===== src/rtl/adcemu_pkg.sv =====
package adcemu_pkg;

  typedef enum logic [1:0] {
    ST_IDLE  = 2'd0,
    ST_CONV  = 2'd1,
    ST_SHIFT = 2'd2
  } emuState_t;

  // Strobes from control to datapath; at most one is active per cycle.
  typedef struct packed {
    logic load;   // capture sample, line low (busy)
    logic done;   // line high (conversion finished)
    logic shift;  // present next result bit
    logic idle;   // return line to idle condition
  } emuStrobe_t;

endpackage


===== src/rtl/adcemu_edge.sv =====
module adcemu_edge #(
  parameter int STAGES = 2,
  parameter bit INIT   = 1'b0
) (
  input  logic clk,
  input  logic rstN,
  input  logic din,
  output logic rose,
  output logic fell
);
  logic [STAGES-1:0] syncQ;
  logic              lastQ;

  always_ff @(posedge clk or negedge rstN) begin
    if (!rstN) begin
      syncQ <= {STAGES{INIT}};
      lastQ <= INIT;
    end else begin
      syncQ[0] <= din;
      for (int i = 1; i < STAGES; i++) begin
        syncQ[i] <= syncQ[i-1];
      end
      lastQ <= syncQ[STAGES-1];
    end
  end

  assign rose = syncQ[STAGES-1] & ~lastQ;
  assign fell = ~syncQ[STAGES-1] & lastQ;

endmodule


===== src/rtl/adcemu_ctrl.sv =====
module adcemu_ctrl
  import adcemu_pkg::*;
#(
  parameter int CONV_CYCLES = 20
) (
  input  logic       clk,
  input  logic       rstN,
  input  logic       csFall,
  input  logic       csRise,
  input  logic       sclkFall,
  input  logic       sclkRise,
  output emuStrobe_t strb
);
  localparam int CNT_W = (CONV_CYCLES < 2) ? 1 : $clog2(CONV_CYCLES);
  localparam logic [CNT_W-1:0] LAST_CNT = CNT_W'(CONV_CYCLES - 1);

  emuState_t        state, stateNxt;
  logic [CNT_W-1:0] convCnt, convCntNxt;

  always_comb begin
    stateNxt   = state;
    convCntNxt = convCnt;
    strb       = '0;
    if (csRise) begin
      stateNxt  = ST_IDLE;
      strb.idle = 1'b1;
    end else begin
      unique case (state)
        ST_IDLE: begin
          if (csFall) begin
            stateNxt   = ST_CONV;
            convCntNxt = '0;
            strb.load  = 1'b1;
          end
        end
        ST_CONV: begin
          if (convCnt == LAST_CNT) begin
            stateNxt  = ST_SHIFT;
            strb.done = 1'b1;
          end else begin
            convCntNxt = convCnt + 1'b1;
          end
        end
        ST_SHIFT: begin
          if (sclkFall) strb.shift = 1'b1;
        end
        default: stateNxt = ST_IDLE;
      endcase
    end
  end

  always_ff @(posedge clk or negedge rstN) begin
    if (!rstN) begin
      state   <= ST_IDLE;
      convCnt <= '0;
    end else begin
      state   <= stateNxt;
      convCnt <= convCntNxt;
    end
  end

  // strobes are mutually exclusive
  a_r2_strobe_onehot: assert property (@(posedge clk) disable iff (!rstN)
    $onehot0({strb.load, strb.done, strb.shift, strb.idle}));

  // a chip-select rise always lands in idle
  a_r8_abort_idle: assert property (@(posedge clk) disable iff (!rstN)
    csRise |=> state == ST_IDLE);

  // no shifting while converting
  a_r7_conv_no_shift: assert property (@(posedge clk) disable iff (!rstN)
    state == ST_CONV |-> !strb.shift);

  // a serial-clock rise never shifts
  a_r9_rise_no_shift: assert property (@(posedge clk) disable iff (!rstN)
    sclkRise |-> !strb.shift);

endmodule


===== src/rtl/adcemu_dp.sv =====
module adcemu_dp
  import adcemu_pkg::*;
#(
  parameter int WIDTH      = 12,
  parameter bit IDLE_DRIVE = 1'b0,
  parameter bit IDLE_LEVEL = 1'b1
) (
  input  logic             clk,
  input  logic             rstN,
  input  emuStrobe_t       strb,
  input  logic [WIDTH-1:0] sampleIn,
  output logic             dataOut,
  output logic             dataOe
);
  localparam int BC_W = $clog2(WIDTH + 1);
  localparam logic [BC_W-1:0] BC_MAX = BC_W'(WIDTH);

  logic [WIDTH-1:0] shReg;
  logic [BC_W-1:0]  bitsOut;

  always_ff @(posedge clk or negedge rstN) begin
    if (!rstN) begin
      shReg   <= '0;
      bitsOut <= '0;
      dataOut <= IDLE_LEVEL;
      dataOe  <= IDLE_DRIVE;
    end else begin
      if (strb.load) begin
        shReg   <= sampleIn;
        bitsOut <= '0;
        dataOut <= 1'b0;
        dataOe  <= 1'b1;
      end else if (strb.done) begin
        dataOut <= 1'b1;
        dataOe  <= 1'b1;
      end else if (strb.shift) begin
        dataOut <= shReg[WIDTH-1];
        shReg   <= {shReg[WIDTH-2:0], 1'b0};
        if (bitsOut != BC_MAX) bitsOut <= bitsOut + 1'b1;
      end else if (strb.idle) begin
        dataOut <= IDLE_LEVEL;
        dataOe  <= IDLE_DRIVE;
      end
    end
  end

  // start drives busy low
  a_r2_load_low: assert property (@(posedge clk) disable iff (!rstN)
    strb.load |=> (dataOut == 1'b0) && dataOe);

  // done drives the line high
  a_r3_done_high: assert property (@(posedge clk) disable iff (!rstN)
    strb.done |=> dataOut && dataOe);

  // idle strobe restores the idle condition
  a_r1_idle_level: assert property (@(posedge clk) disable iff (!rstN)
    strb.idle |=> (dataOe == IDLE_DRIVE) && (dataOut == IDLE_LEVEL));

  // the held sample only moves on load or shift
  a_r4_hold_sample: assert property (@(posedge clk) disable iff (!rstN)
    (!strb.load && !strb.shift) |=> $stable(shReg));

  // past the last result bit only zeros come out
  a_r6_zero_tail: assert property (@(posedge clk) disable iff (!rstN)
    (strb.shift && bitsOut == BC_MAX) |=> dataOut == 1'b0);

endmodule


===== src/rtl/serial_adc_emu.sv =====
module serial_adc_emu
  import adcemu_pkg::*;
#(
  parameter int WIDTH       = 12,
  parameter int CONV_CYCLES = 20,
  parameter int SYNC_STAGES = 2,
  parameter bit IDLE_DRIVE  = 1'b0,
  parameter bit IDLE_LEVEL  = 1'b1
) (
  input  logic             clk,
  input  logic             rstN,
  input  logic             csN,
  input  logic             sclk,
  input  logic [WIDTH-1:0] sampleIn,
  output logic             dataOut,
  output logic             dataOe
);
  logic       csRise, csFall, sclkRise, sclkFall;
  emuStrobe_t strb;

  adcemu_edge #(.STAGES(SYNC_STAGES), .INIT(1'b1)) u_csEdge (
    .clk(clk), .rstN(rstN), .din(csN), .rose(csRise), .fell(csFall)
  );

  adcemu_edge #(.STAGES(SYNC_STAGES), .INIT(1'b0)) u_sclkEdge (
    .clk(clk), .rstN(rstN), .din(sclk), .rose(sclkRise), .fell(sclkFall)
  );

  adcemu_ctrl #(.CONV_CYCLES(CONV_CYCLES)) u_ctrl (
    .clk(clk), .rstN(rstN), .csFall(csFall), .csRise(csRise),
    .sclkFall(sclkFall), .sclkRise(sclkRise), .strb(strb)
  );

  adcemu_dp #(.WIDTH(WIDTH), .IDLE_DRIVE(IDLE_DRIVE), .IDLE_LEVEL(IDLE_LEVEL)) u_dp (
    .clk(clk), .rstN(rstN), .strb(strb), .sampleIn(sampleIn),
    .dataOut(dataOut), .dataOe(dataOe)
  );

endmodule


===== config.mk =====
export PLATFORM = sky130hd
export DESIGN_NAME = serial_adc_emu
export DESIGN_NICKNAME = d
export VERILOG_FILES = /design/src/rtl/adcemu_pkg.sv /design/src/rtl/adcemu_edge.sv /design/src/rtl/adcemu_ctrl.sv /design/src/rtl/adcemu_dp.sv /design/src/rtl/serial_adc_emu.sv
export SDC_FILE = /design/constraint.sdc
export NUM_CORES = 1
export LEC_CHECK = 0
export BUFFER_PORTS_ARGS = -buffer_cell sky130_fd_sc_hd__buf_2
export CORE_ASPECT_RATIO = 1.1
export CORE_MARGIN = 4
export CORE_UTILIZATION = 50
export CTS_BUF_LIST = sky130_fd_sc_hd__clkbuf_16
export DETAILED_ROUTE_END_ITERATION = 10
export GPL_TIMING_DRIVEN = 1
export PLACE_DENSITY = 0.71
export SETUP_SLACK_MARGIN = 0.15
export SLEW_MARGIN = 20
export SYNTH_ARGS = -nofsm -noshare
export SYNTH_HDL_FRONTEND = slang
export SYNTH_SLANG_ARGS = --single-unit

===== constraint.sdc =====
create_clock -name clk -period 3.7 [get_ports clk]
set_input_delay 0.74 -clock clk [delete_from_list [all_inputs] [get_ports clk]]
set_output_delay 0.74 -clock clk [all_outputs]
set_load 0.01 [all_outputs]

Word level (Yosys, flattened, before mapping)
Cells that the tools add are included.

storage, ports and cells
  register bits = 27
  input bits = 16
  output and inout bits = 2

operators by class
  add/sub/neg operators = 1
  eq/ne operators = 10
  mux-type cells = 26
  bitwise gates (word level) = 7
  reduce and logical (&&, ||, !) cells = 9

operators by type and width
  operator                                                          number
  12-bit two-way mux                                                3
  1-bit two-way mux                                                 15
  5-bit two-way mux                                                 2
  5-bit one-hot mux with 2 select lines                             1
  2-bit two-way mux                                                 3
  2-bit != test (second input constant)                             3
  2-bit one-hot mux with 3 select lines                             1
  5-bit by 1-bit adder with 5-bit output (second input constant)    1
  5-bit == test (second input constant)                             1
  1-bit inverter                                                    4
  2-bit AND reduction                                               2
  4-bit AND reduction                                               1
  2-bit nonzero test                                                2
  4-bit nonzero test                                                1
  1-bit AND                                                         3
  3-bit two-way mux                                                 1
  3-bit by 1-bit != test with 1-bit output (second input constant)  1
  3-bit by 2-bit != test with 1-bit output (second input constant)  1
  3-bit != test (second input constant)                             1
  3-bit AND reduction                                               1
  3-bit nonzero test                                                1
  2-bit by 1-bit == test with 1-bit output (second input constant)  1
  2-bit == test (second input constant)                             1
  2-bit logical NOT                                                 1
  2-bit by 1-bit != test with 1-bit output (second input constant)  1

Logic depth before layout (Yosys ltp)
Gate-level depths: netlist of run 1.

  word-level depth = 8
  mapped depth = 9
  depth with buffers taken out = 6

By module
From an unflattened synthesis of run 1, not the netlist that was laid out.

second synthesis, totals
  cell total of the unflattened synthesis = 112
  area, all modules = 1,435.1 um^2

modules (own cells, without submodules)
  module                    instances  cells each  area each (um^2)  seq. area each (um^2)
  adcemu_dp                 1          64          805.8             351.6
  adcemu_ctrl               1          38          445.4             175.2
  adcemu_edge (u_csEdge)    1          5           93.8              78.8
  adcemu_edge (u_sclkEdge)  1          5           90.1              75.1

Worst setup path before layout of run 1
Ideal clock, no wire load.

  path kind = reg-to-reg
  start point = register u_csEdge.lastQ
  end point = register u_dp.shReg[10]
  setup time = 0.126 ns
  arrival time = 1.685 ns
  required time = 3.574 ns
  setup slack = 1.889 ns
  cell stages (with the launch flop) = 9
  cell sequence = dfstp_2 inv_1 ha_1 buf_4 nor2_2 nand3_1 clkbuf_1 and3_1 a221o_1

between the ends
  longest elaborated chain between the ends = 6

ends and longest elaborated chain
  what                                                                                             RTL line           text
  start, declared                                                                                  adcemu_edge.sv:12  logic lastQ;
  start signal, assigned                                                                           adcemu_edge.sv:23  lastQ <= syncQ[STAGES-1];
  1-bit AND                                                                                        adcemu_edge.sv:28  assign fell = ~syncQ[STAGES-1] & lastQ;
  1-bit two-way mux                                                                                adcemu_ctrl.sv:30  if (csFall) begin
  1-bit two-way mux                                                                                adcemu_ctrl.sv:28  unique case (state)
  3-bit two-way mux *                                                                              adcemu_ctrl.sv:24  if (csRise) begin
  2-bit by 1-bit != test with 1-bit output (no line) / 2-bit nonzero test (equally long branches)  --
  2-bit AND reduction (no line)                                                                    --
  end signal, assigned                                                                             adcemu_dp.sv:29    shReg <= sampleIn;
  end signal, assigned                                                                             adcemu_dp.sv:38    shReg <= {shReg[WIDTH-2:0], 1'b0};
  end, declared                                                                                    adcemu_dp.sv:18    logic [WIDTH-1:0] shReg;

Every way passes the cells marked *; elsewhere a longest branch is shown, timed or not.
A chain may end at the register's enable or synchronous reset.

Final worst setup path of run 1
  start point = register u_csEdge.lastQ
  end point = register u_dp.shReg[5]

The elaborated chain is that of the path after synthesis.

==> flow_summary.yaml, run 1 <==
floorplan:
  fp.dieArea_um2: 3230
  fp.dieW_um: 54.6
  fp.dieH_um: 59.2
  fp-row-count: 18
  start_util_pct: 53.0
  design.core.area_um2: 2250
  io_pins: 18
routing:
  post-route-drc-count: 0
  drtIter0Drc: 23
  antenna_left: 0
  drt-total-wl_mm: 2.21
  vias_per_cell: 5.66
  post_drt_wl_per_cell_um: 15.2
  drt_pass1_iterations: 4
  vias: 826
timing:
  hold_violations: 0
  drv_slew: 0
  rsz0062_at_grt: "false"
  final.setup_skew_ns: 0.00550
  relSlewSlack_pct: 61.0
  fin_crit_sh_pct: 56.1
  max_freq_mhz: 482
  finalCriticalPeriod_ns: 2.08
  setup_viol_count_final: 0
  fin_setup_tns_ns: 0
  tightest_slew_ns: 0.586
clock_tree:
  cts_tree: "built"
  clockBufferDepth: 2
  htreeDepth: 1
  post_cts_resized: 0
  clockRootBuffer: "clkbuf_16"
  clk_latency_ns: 0.26
  clkSinkCount: 27
  cts_setup_buffers: 0
  cts_made_buffers: 3
  path_clk_slew_ns: 0.06
  hold_buffers: 0
global_route:
  grt_max_degree: 28
  grt_overflow_total: 0
  grt_antenna_before_repair: 0
  gr-usage-all-layers_pct: 16.4
  grt_pass1_wl_mm: 3.84
  first_global_vias: 849
synth:
  async_flop_share_pct: 100
  ys_seq_area_share_pct: 57.0
  netlist_area_um2: 1190
  synthTopCellsByCount: "dfrtp_1, and3_1, a221o_1, nor2_1, a21oi_1"
  ys.flop_type: "dfrtp_1"
  ys_types: 33
  synth-edff-count: 0
  synth_nets: 120
  synth.top_cell.area_share_pct: 48.2
  yosysMostFrequentCell: "dfrtp_1"
  synth_area_leaders: "dfrtp_1, dfstp_2, a221o_1"
  synth_top_area_cell: "dfrtp_1"
  synth_cells: 101
  ys_warn_count: 0
  synth.avg_cell_area_um2: 11.8
  synth_seq_cells: 27
place:
  globalplace.congestion: 0.737
  dp_hpwl_mm: 1.49
  port_buffers: 17
setup_path:
  endpoint_kind: "flip-flop"
  arrival_ns: 2.21
  cp_top_family: "simple AND/OR/NAND/NOR gates"
  cp_slowest_cell: "dfstp_2"
  cpPeakStageDelay_ns: 0.53
  worstPathCellList: "inv_1 > ha_1 > nor2_2 > nand3_1 > and3_1 > a221o_1"
  cp_max_fo: 13
  critPathBufInv: 1
  r2r_slack_ns: 1.62
  startpoint_type: "flip-flop"
  crit_type: "reg2reg"
  required_ns: 3.84
run:
  maxCapViolCount: 0
power_and_ir_drop:
  power_density_nw_per_um2: 619
  peakVddDrop_mv: 0.339
  leakagePower_nw: 0.657
  power_mw: 0.842
worst_hold_path:
  hp-class: "reg2reg"
layout:
  antenna_cells: 0
  area_delta_synth_final_pct: 13.8
  num-nets-final: 136
  drive_gt1_share_pct: 25.9
outcome:
  status: "completed"
[state kept, by name (all words and copies together), names as in the netlist]
| register | cells |
|---|---|
| u_dp.shReg | 12 |
| u_ctrl.convCnt | 5 |
| u_csEdge.syncQ | 2 |
| u_ctrl.state | 2 |
| u_sclkEdge.syncQ | 2 |
| u_csEdge.lastQ | 1 |
| u_dp.dataOe | 1 |
| u_dp.dataOut | 1 |
| u_sclkEdge.lastQ | 1 |
[stage by stage]
step | hold WS [ns] | cell area [µm²] | std cells | utilization (%) | setup WS (ns)
after floorplan | 0.331 | 1190 | 101 | - | 1.89
after global placement | 0.333 | 1280 | 142 | 56.8 | 1.72
after detailed placement | 0.343 | 1280 | 142 | 56.8 | 1.63
after CTS | 0.356 | 1360 | 146 | 60.3 | 1.62
after global routing | 0.369 | 1360 | 146 | 60.3 | 1.49
final | 0.357 | 1360 | 146 | 60.3 | 1.62
[placed cells by master, fill, tap and decap left out]
master     count
a221o_1       10
nand2_1        4
mux2i_1        1
a2111oi_0      1
nand3b_1       1
o221ai_1       1
inv_2          1
xor2_1         1
buf_2         17
dfrtp_1       23
a22o_1         1
clkinv_2       1
o211ai_1       1
o21ai_0        3
clkbuf_16      3
nor2_1         8
nor4_1         1
a21oi_1        5
nand4bb_1      1
ha_1           3
nand2b_1       1
o21ai_1        1
dfstp_2        4
and2b_1        1
nor3b_1        1
inv_1          2
mux2_2         1
nor2_2         1
and3_1        12
nand3_1        3
nand2b_4       1
and4bb_4       1
[worst paths after layout]
path,cells past startpoint,from,endpoint
worst max-delay path,6,u_csEdge.lastQ,u_dp.shReg[5]
worst min-delay path,0,u_csEdge.syncQ[0],u_csEdge.syncQ[1]
worst max register to register,6,u_csEdge.lastQ,u_dp.shReg[5]
worst min register to register,0,u_csEdge.syncQ[0],u_csEdge.syncQ[1]
max in group asynchronous,1,rstN,u_dp.shReg[8]
min in group asynchronous,1,rstN,u_sclkEdge.lastQ
[power breakdown]
group | internal [mW] | total, mW | switching (mW)
Combinational | 0.0955 | 0.173 | 0.0777
Sequential | 0.377 | 0.431 | 0.0540
Clock | 0.145 | 0.238 | 0.0923
Total | 0.618 | 0.842 | 0.224
[cells by family after synthesis]
kind of cell             count (synthesis)  share of synthesized area, %
flip-flops                              27                          57.0
buffers and inverters                    9                          4.09
AND/OR/NAND/NOR                         36                          18.2
AO/OA/AOI/OAI                           23                          15.0
multiplexers                             2                          1.78
XOR/XNOR                                 1                         0.734
adder cells (fa/ha/maj)                  3                          3.14
[final cells by class]
class | count | area, µm²
sequential | 27 | 681
clock inverter | 1 | 5.00
inverter | 3 | 11.3
timing repair buffer | 17 | 85.1
tap | 30 | 37.5
multi-input combinational | 65 | 464
fill | 194 | 893
clock buffer | 3 | 75.1
[per-layer routing]
metal / GRT usage (%) / share of wire [%]
met5: 0 / 0
met4: 8.54 / 1.7
met3: 1.51 / 2.4
met2: 24.7 / 49
met1: 23.1 / 47
(Power assumes the default switching activity.)
==> run 2: changes to the inputs <==
Settings changed: CORE_UTILIZATION 50 to 49, PLACE_DENSITY 0.71 to 0.73.
Clock period 3.7 ns to 1.7 ns, I/O delays scaled along.
==> run 2 against run 1 <==
- non-clock buffer count up 4
- final cell count rose by 3.4%
- die area rose by 1.8%
- via count increased by 7.7%
- power up 130%
- critical path depth unchanged
- clock power is 120% higher
- clock-buffer cell count unchanged
- critical path type unchanged
- critical endpoint is now u_dp.shReg[4]
- largest power group unchanged
==> flow_summary.yaml, run 2 (synthesis results as in run 1) <==
setup_path:
  cp_max_fo: 6
  cp_slowest_cell: "dfstp_2"
  arrival_ns: 1.78
  worstPathCellList: "inv_2 > ha_4 > nor2_4 > nand3_4 > and3_4 > a221o_1"
  required_ns: 1.84
  crit_type: "reg2reg"
  startpoint_type: "flip-flop"
  endpoint_kind: "flip-flop"
  cpPeakStageDelay_ns: 0.54
routing:
  post_drt_wl_per_cell_um: 16.0
  antenna_left: 0
  drtIter0Drc: 19
  drt-total-wl_mm: 2.41
  post-route-drc-count: 0
  vias: 890
  vias_per_cell: 5.89
  drt_pass1_iterations: 4
timing:
  final.setup_skew_ns: 0.00339
  rsz0062_at_grt: "true"
  setup_viol_count_final: 0
  fin_hold_ws_ns: 0.0711
  fin_crit_sh_pct: 96.5
  tightest_slew_ns: 0.576
  fin_ws_ns: 0.0597
  drv_slew: 0
  finalCriticalPeriod_ns: 1.64
  max_freq_mhz: 610
  relSlewSlack_pct: 61.6
  hold_violations: 0
global_route:
  grt_max_degree: 28
  gr-usage-all-layers_pct: 18.0
  grt_antenna_before_repair: 0
  first_global_vias: 940
  grt_pass1_wl_mm: 4.25
  grt_overflow_total: 0
clock_tree:
  cts_made_buffers: 3
  htreeDepth: 1
  cts_tree: "built"
  clkSinkCount: 27
  path_clk_slew_ns: 0.06
  clk_latency_ns: 0.26
  clockRootBuffer: "clkbuf_16"
  clockBufferDepth: 2
  hold_buffers: 0
layout:
  regArea_um2: 681
  top_regs: "u_dp.shReg: 12 flops, u_ctrl.convCnt: 5 flops"
  largest_register_ffs: 12
  area_delta_synth_final_pct: 25.2
  largest_register: "u_dp.shReg"
  multi_input_comb_area_um2: 571
  drive_gt1_share_pct: 42.1
  mostFrequentLayoutCells: "dfrtp_1, buf_2, a221o_1"
  antenna_cells: 0
  finalNonFillerCells: 151
  utilization_pct: 65.0
  final_common_cell: "dfrtp_1"
  num-nets-final: 141
  fillCellCount: 193
power_and_ir_drop:
  power_density_nw_per_um2: 1290
  peakVddDrop_mv: 0.856
  p_clk_share_pct: 27.0
  sw_frac_of_total_pct: 27.0
  internal-power_mw: 1.41
  leakagePower_nw: 0.674
  pwr-share-seq_pct: 49.1
  power_mw: 1.93
  power_frac_comb_pct: 24.0
  switchingPower_mw: 0.521
floorplan:
  start_util_pct: 52.0
  fp.dieW_um: 55.1
  io_pins: 18
  fp.dieArea_um2: 3290
  design.core.area_um2: 2300
  fp.dieH_um: 59.8
  fp-row-count: 18
place:
  port_buffers: 17
  dp_hpwl_mm: 1.62
  placed_cells: 144
  place_ws_ns: -0.0375
  globalplace.congestion: 0.753
worst_hold_path:
  hp-class: "in2async"
outcome:
  status: "completed"
run:
  maxCapViolCount: 0
## run 2: cell types whose count changed in the layout (fill, tap and decap cells not counted), sizes merged
cell    previous run  this run
inv                3         4
buf               17        21
clkinv             1         0
nand3              3         4
## run 2: path summary, 6_finish.rpt
| kind | cells past startpoint | slack, ns | endpoint | startpoint |
|---|---|---|---|---|
| setup / recovery | 6 | 0.06 | u_dp.shReg[4] | u_csEdge.lastQ |
| hold / removal | 1 | 0.07 | u_dp.dataOe | rstN |
| setup reg to reg | 6 | 0.06 | u_dp.shReg[4] | u_csEdge.lastQ |
| hold reg to reg | 0 | 0.36 | u_sclkEdge.syncQ[1] | u_sclkEdge.syncQ[0] |
| max in group asynchronous | 1 | 1.24 | u_dp.shReg[3] | rstN |
| min in group clk | 1 | 0.17 | u_csEdge.syncQ[0] | csN |
## run 2: routing by layer
metal / track usage (%) / share of wire, % / up-vias
met1: 24.1 / 43 / 440
li1: - / - / 416
met2: 29.1 / 50 / 29
met5: 0 / 0 / -
met3: 2.99 / 4.7 / 5
met4: 6.25 / 1.5 / 0
## run 2: repair_timing
action / CTS / global route
endpoints found under the hold margin: 0 / 0
pin swaps: 4 / 3
setup endpoints to repair: 16 / 18
resized for setup: 7 / 3
setup buffers: 1 / 1
cloned: 1 / 0
## run 2: area by class of cell
class                           instances  share of cell area, %
Inverter                                3                  0.754
Clock buffer                            3                   5.03
Timing Repair Buffer                   21                   7.71
Multi-Input combinational cell         66                   38.2
Tap cell                               30                   2.51
Clock inverter                          1                  0.251
Sequential cell                        27                   45.6
## run 2: power by group through the flow
stage                     registers (mW)  logic [mW]  clock network (mW)
after floorplan                    0.922       0.348                   0
after global placement             0.946       0.422                   0
after detailed placement           0.951       0.439                   0
after CTS                          0.946       0.464               0.527
after global routing               0.968       0.520               0.558
final                              0.947       0.463               0.520
## run 2: critical path: cells and delay by family (launching register included)
kind                     cells  cell delay, ns
AO/OA/AOI/OAI                1            0.26
AND/OR/NAND/NOR              3            0.51
flip-flops                   1            0.54
buffers and inverters        1            0.04
adder cells (fa/ha/maj)      1            0.16
## run 2: metrics by stage
stage | instance area, µm² | setup TNS (ns)
CTS | 1480 | 0
global placement | 1360 | 0
global route | 1490 | 0
floorplan | 1270 | 0
detailed placement | 1360 | -0.161
finish | 1490 | 0
==> run 3: changes to the inputs <==
Settings changed: BUFFER_PORTS_ARGS -buffer_cell sky130_fd_sc_hd__buf_2 to default, CORE_UTILIZATION 49 to 50, DONT_BUFFER_PORTS from default to 1, PLACE_DENSITY 0.73 to 0.68.
==> run 3 against run 2 <==
- sequential share of layout area fell by 0.49 points
- sequential cell count did not move
- routed wire length rose by 17%
- register-to-register slack barely moved
- final cell count fell by 6.6%
- clock skew fell by 0.00065 ns
- non-clock buffer count fell by 11
- clock power barely moved
- global-route usage rose by 0.67 points
- via count fell by 0.67%
- die area fell by 1.7%
==> flow_summary.yaml, run 3 (synthesis results as in run 1) <==
floorplan:
  fp-row-count: 18
  design.core.area_um2: 2250
  fp.dieArea_um2: 3230
  io_pins: 18
  fp.dieH_um: 59.2
  start_util_pct: 53.0
  fp.dieW_um: 54.6
worst_hold_path:
  hold_depth: 0
  hp-class: "in2reg"
  hp-start: "csN"
  hold_end: "u_csEdge.syncQ[0]"
layout:
  regArea_um2: 681
  multi_input_comb_area_um2: 608
  final_common_cell: "dfrtp_1"
  utilization_pct: 67.1
  fillCellCount: 177
  mostFrequentLayoutCells: "dfrtp_1, and3_4, a221o_1"
  largest_register_ffs: 12
  drive_gt1_share_pct: 36.9
  largest_register: "u_dp.shReg"
  antenna_cells: 0
  area_delta_synth_final_pct: 26.5
  num-nets-final: 131
  top_regs: "u_dp.shReg: 12 flops, u_ctrl.convCnt: 5 flops"
setup_path:
  endpoint_kind: "flip-flop"
  cp_max_fo: 6
  startpoint_type: "flip-flop"
  arrival_ns: 1.79
  r2r_cells: 6
  reg2reg_to: "u_dp.shReg[5]"
  crit_type: "reg2reg"
  r2r_slack_ns: 0.05
  reg2reg_from: "u_csEdge.lastQ"
  required_ns: 1.84
power_and_ir_drop:
  sw_frac_of_total_pct: 27.7
  power_mw: 1.97
  power_density_nw_per_um2: 1300
  switchingPower_mw: 0.545
  pwr-share-seq_pct: 49.1
  peakVddDrop_mv: 0.898
  leakagePower_nw: 0.645
  p_clk_share_pct: 26.5
  internal-power_mw: 1.42
  power_frac_comb_pct: 24.3
global_route:
  grt_max_degree: 28
  grt_overflow_total: 0
  gr-usage-all-layers_pct: 18.6
  grt_pass1_wl_mm: 4.27
  grt_antenna_before_repair: 0
  first_global_vias: 919
place:
  dp_hpwl_mm: 1.68
  place_ws_ns: -0.0147
  port_buffers: 0
  globalplace.congestion: 0.790
clock_tree:
  cts_tree: "built"
  clockBufferDepth: 2
  clockRootBuffer: "clkbuf_16"
  htreeDepth: 1
  clk_latency_ns: 0.26
  cts_made_buffers: 3
  path_clk_slew_ns: 0.06
  clkSinkCount: 27
routing:
  antenna_left: 0
  vias: 884
  post_drt_wl_per_cell_um: 20.0
  post-route-drc-count: 0
  vias_per_cell: 6.27
  drt_pass1_iterations: 4
  drtIter0Drc: 31
  drt-total-wl_mm: 2.82
timing:
  fin_hold_ws_ns: 0.0740
  hold_violations: 0
  final.setup_skew_ns: 0.00274
  tightest_slew_ns: 0.407
  fin_crit_sh_pct: 97.0
  relSlewSlack_pct: 72.2
  fin_setup_tns_ns: 0
  drv_slew: 0
  setup_viol_count_final: 0
  fin_ws_ns: 0.0509
  max_freq_mhz: 606
  rsz0062_at_grt: "true"
  finalCriticalPeriod_ns: 1.65
run:
  maxCapViolCount: 0
outcome:
  status: "completed"
-- run 3: through the flow --
step / cell area [µm²] / instances
6_report: 1510 / 141
5_1_grt: 1510 / 141
4_1_cts: 1450 / 138
3_5_place_dp: 1280 / 128
3_3_place_gp: 1280 / 128
2_1_floorplan: 1270 / 101
-- run 3: critical path, stage by stage (launching register included) --
cell and delay [ns]:
dfstp_2 0.54, inv_2 0.05, ha_4 0.16, nor2_4 0.18, nand3_4 0.15, and3_4 0.19
a221o_1 0.25
-- run 3: routing by layer --
layer | vias to the layer above | wire length (µm) | GRT usage, %
li1 | 398 | - | -
met1 | 454 | 1140 | 23.0
met2 | 25 | 1500 | 30.9
met3 | 7 | 127 | 4.79
met4 | 0 | 55 | 6.41
met5 | - | 0 | 0
-- run 3: layout make-up --
cell class              count  share of cell area [%]
flip-flops and latches     27                    45.1
multi-input cells          67                    40.3
repair buffers             10                    6.21
clock buffers               3                    4.97
well taps                  30                    2.49
inverters                   3                   0.746
clock inverters             1                   0.249
-- run 3: power groups by stage --
stage / logic (mW) / clock network (mW) / registers (mW)
floorplan: 0.348 / 0 / 0.922
global placement: 0.383 / 0 / 0.955
detailed placement: 0.399 / 0 / 0.961
CTS: 0.438 / 0.519 / 0.956
global route: 0.529 / 0.553 / 0.987
finish: 0.479 / 0.523 / 0.967
-- run 3: timing repair --
| action | in CTS | in global routing |
|---|---|---|
| hold endpoints to repair | 27 | 0 |
| gates resized for setup | 7 | 8 |
| hold buffers | 2 | 0 |
| cloned | 1 | 1 |
| setup buffers | 3 | 2 |
| endpoints found under the setup margin | 17 | 16 |
| pin swaps | 0 | 5 |
-- run 3: worst max-delay path by stage --
stage | start | endpoint | slack [ns] | cells past startpoint
after floorplan | u_csEdge.lastQ | u_dp.shReg[10] | 0.01 | 8
after global placement | u_csEdge.syncQ[1] | u_dp.shReg[4] | 0.04 | 4
after detailed placement | u_csEdge.syncQ[1] | u_dp.shReg[4] | -0.01 | 4
after CTS | u_csEdge.lastQ | u_dp.shReg[3] | 0.08 | 6
after global routing | u_csEdge.lastQ | u_ctrl.convCnt[4] | -0.02 | 7
final | u_csEdge.lastQ | u_dp.shReg[5] | 0.05 | 6
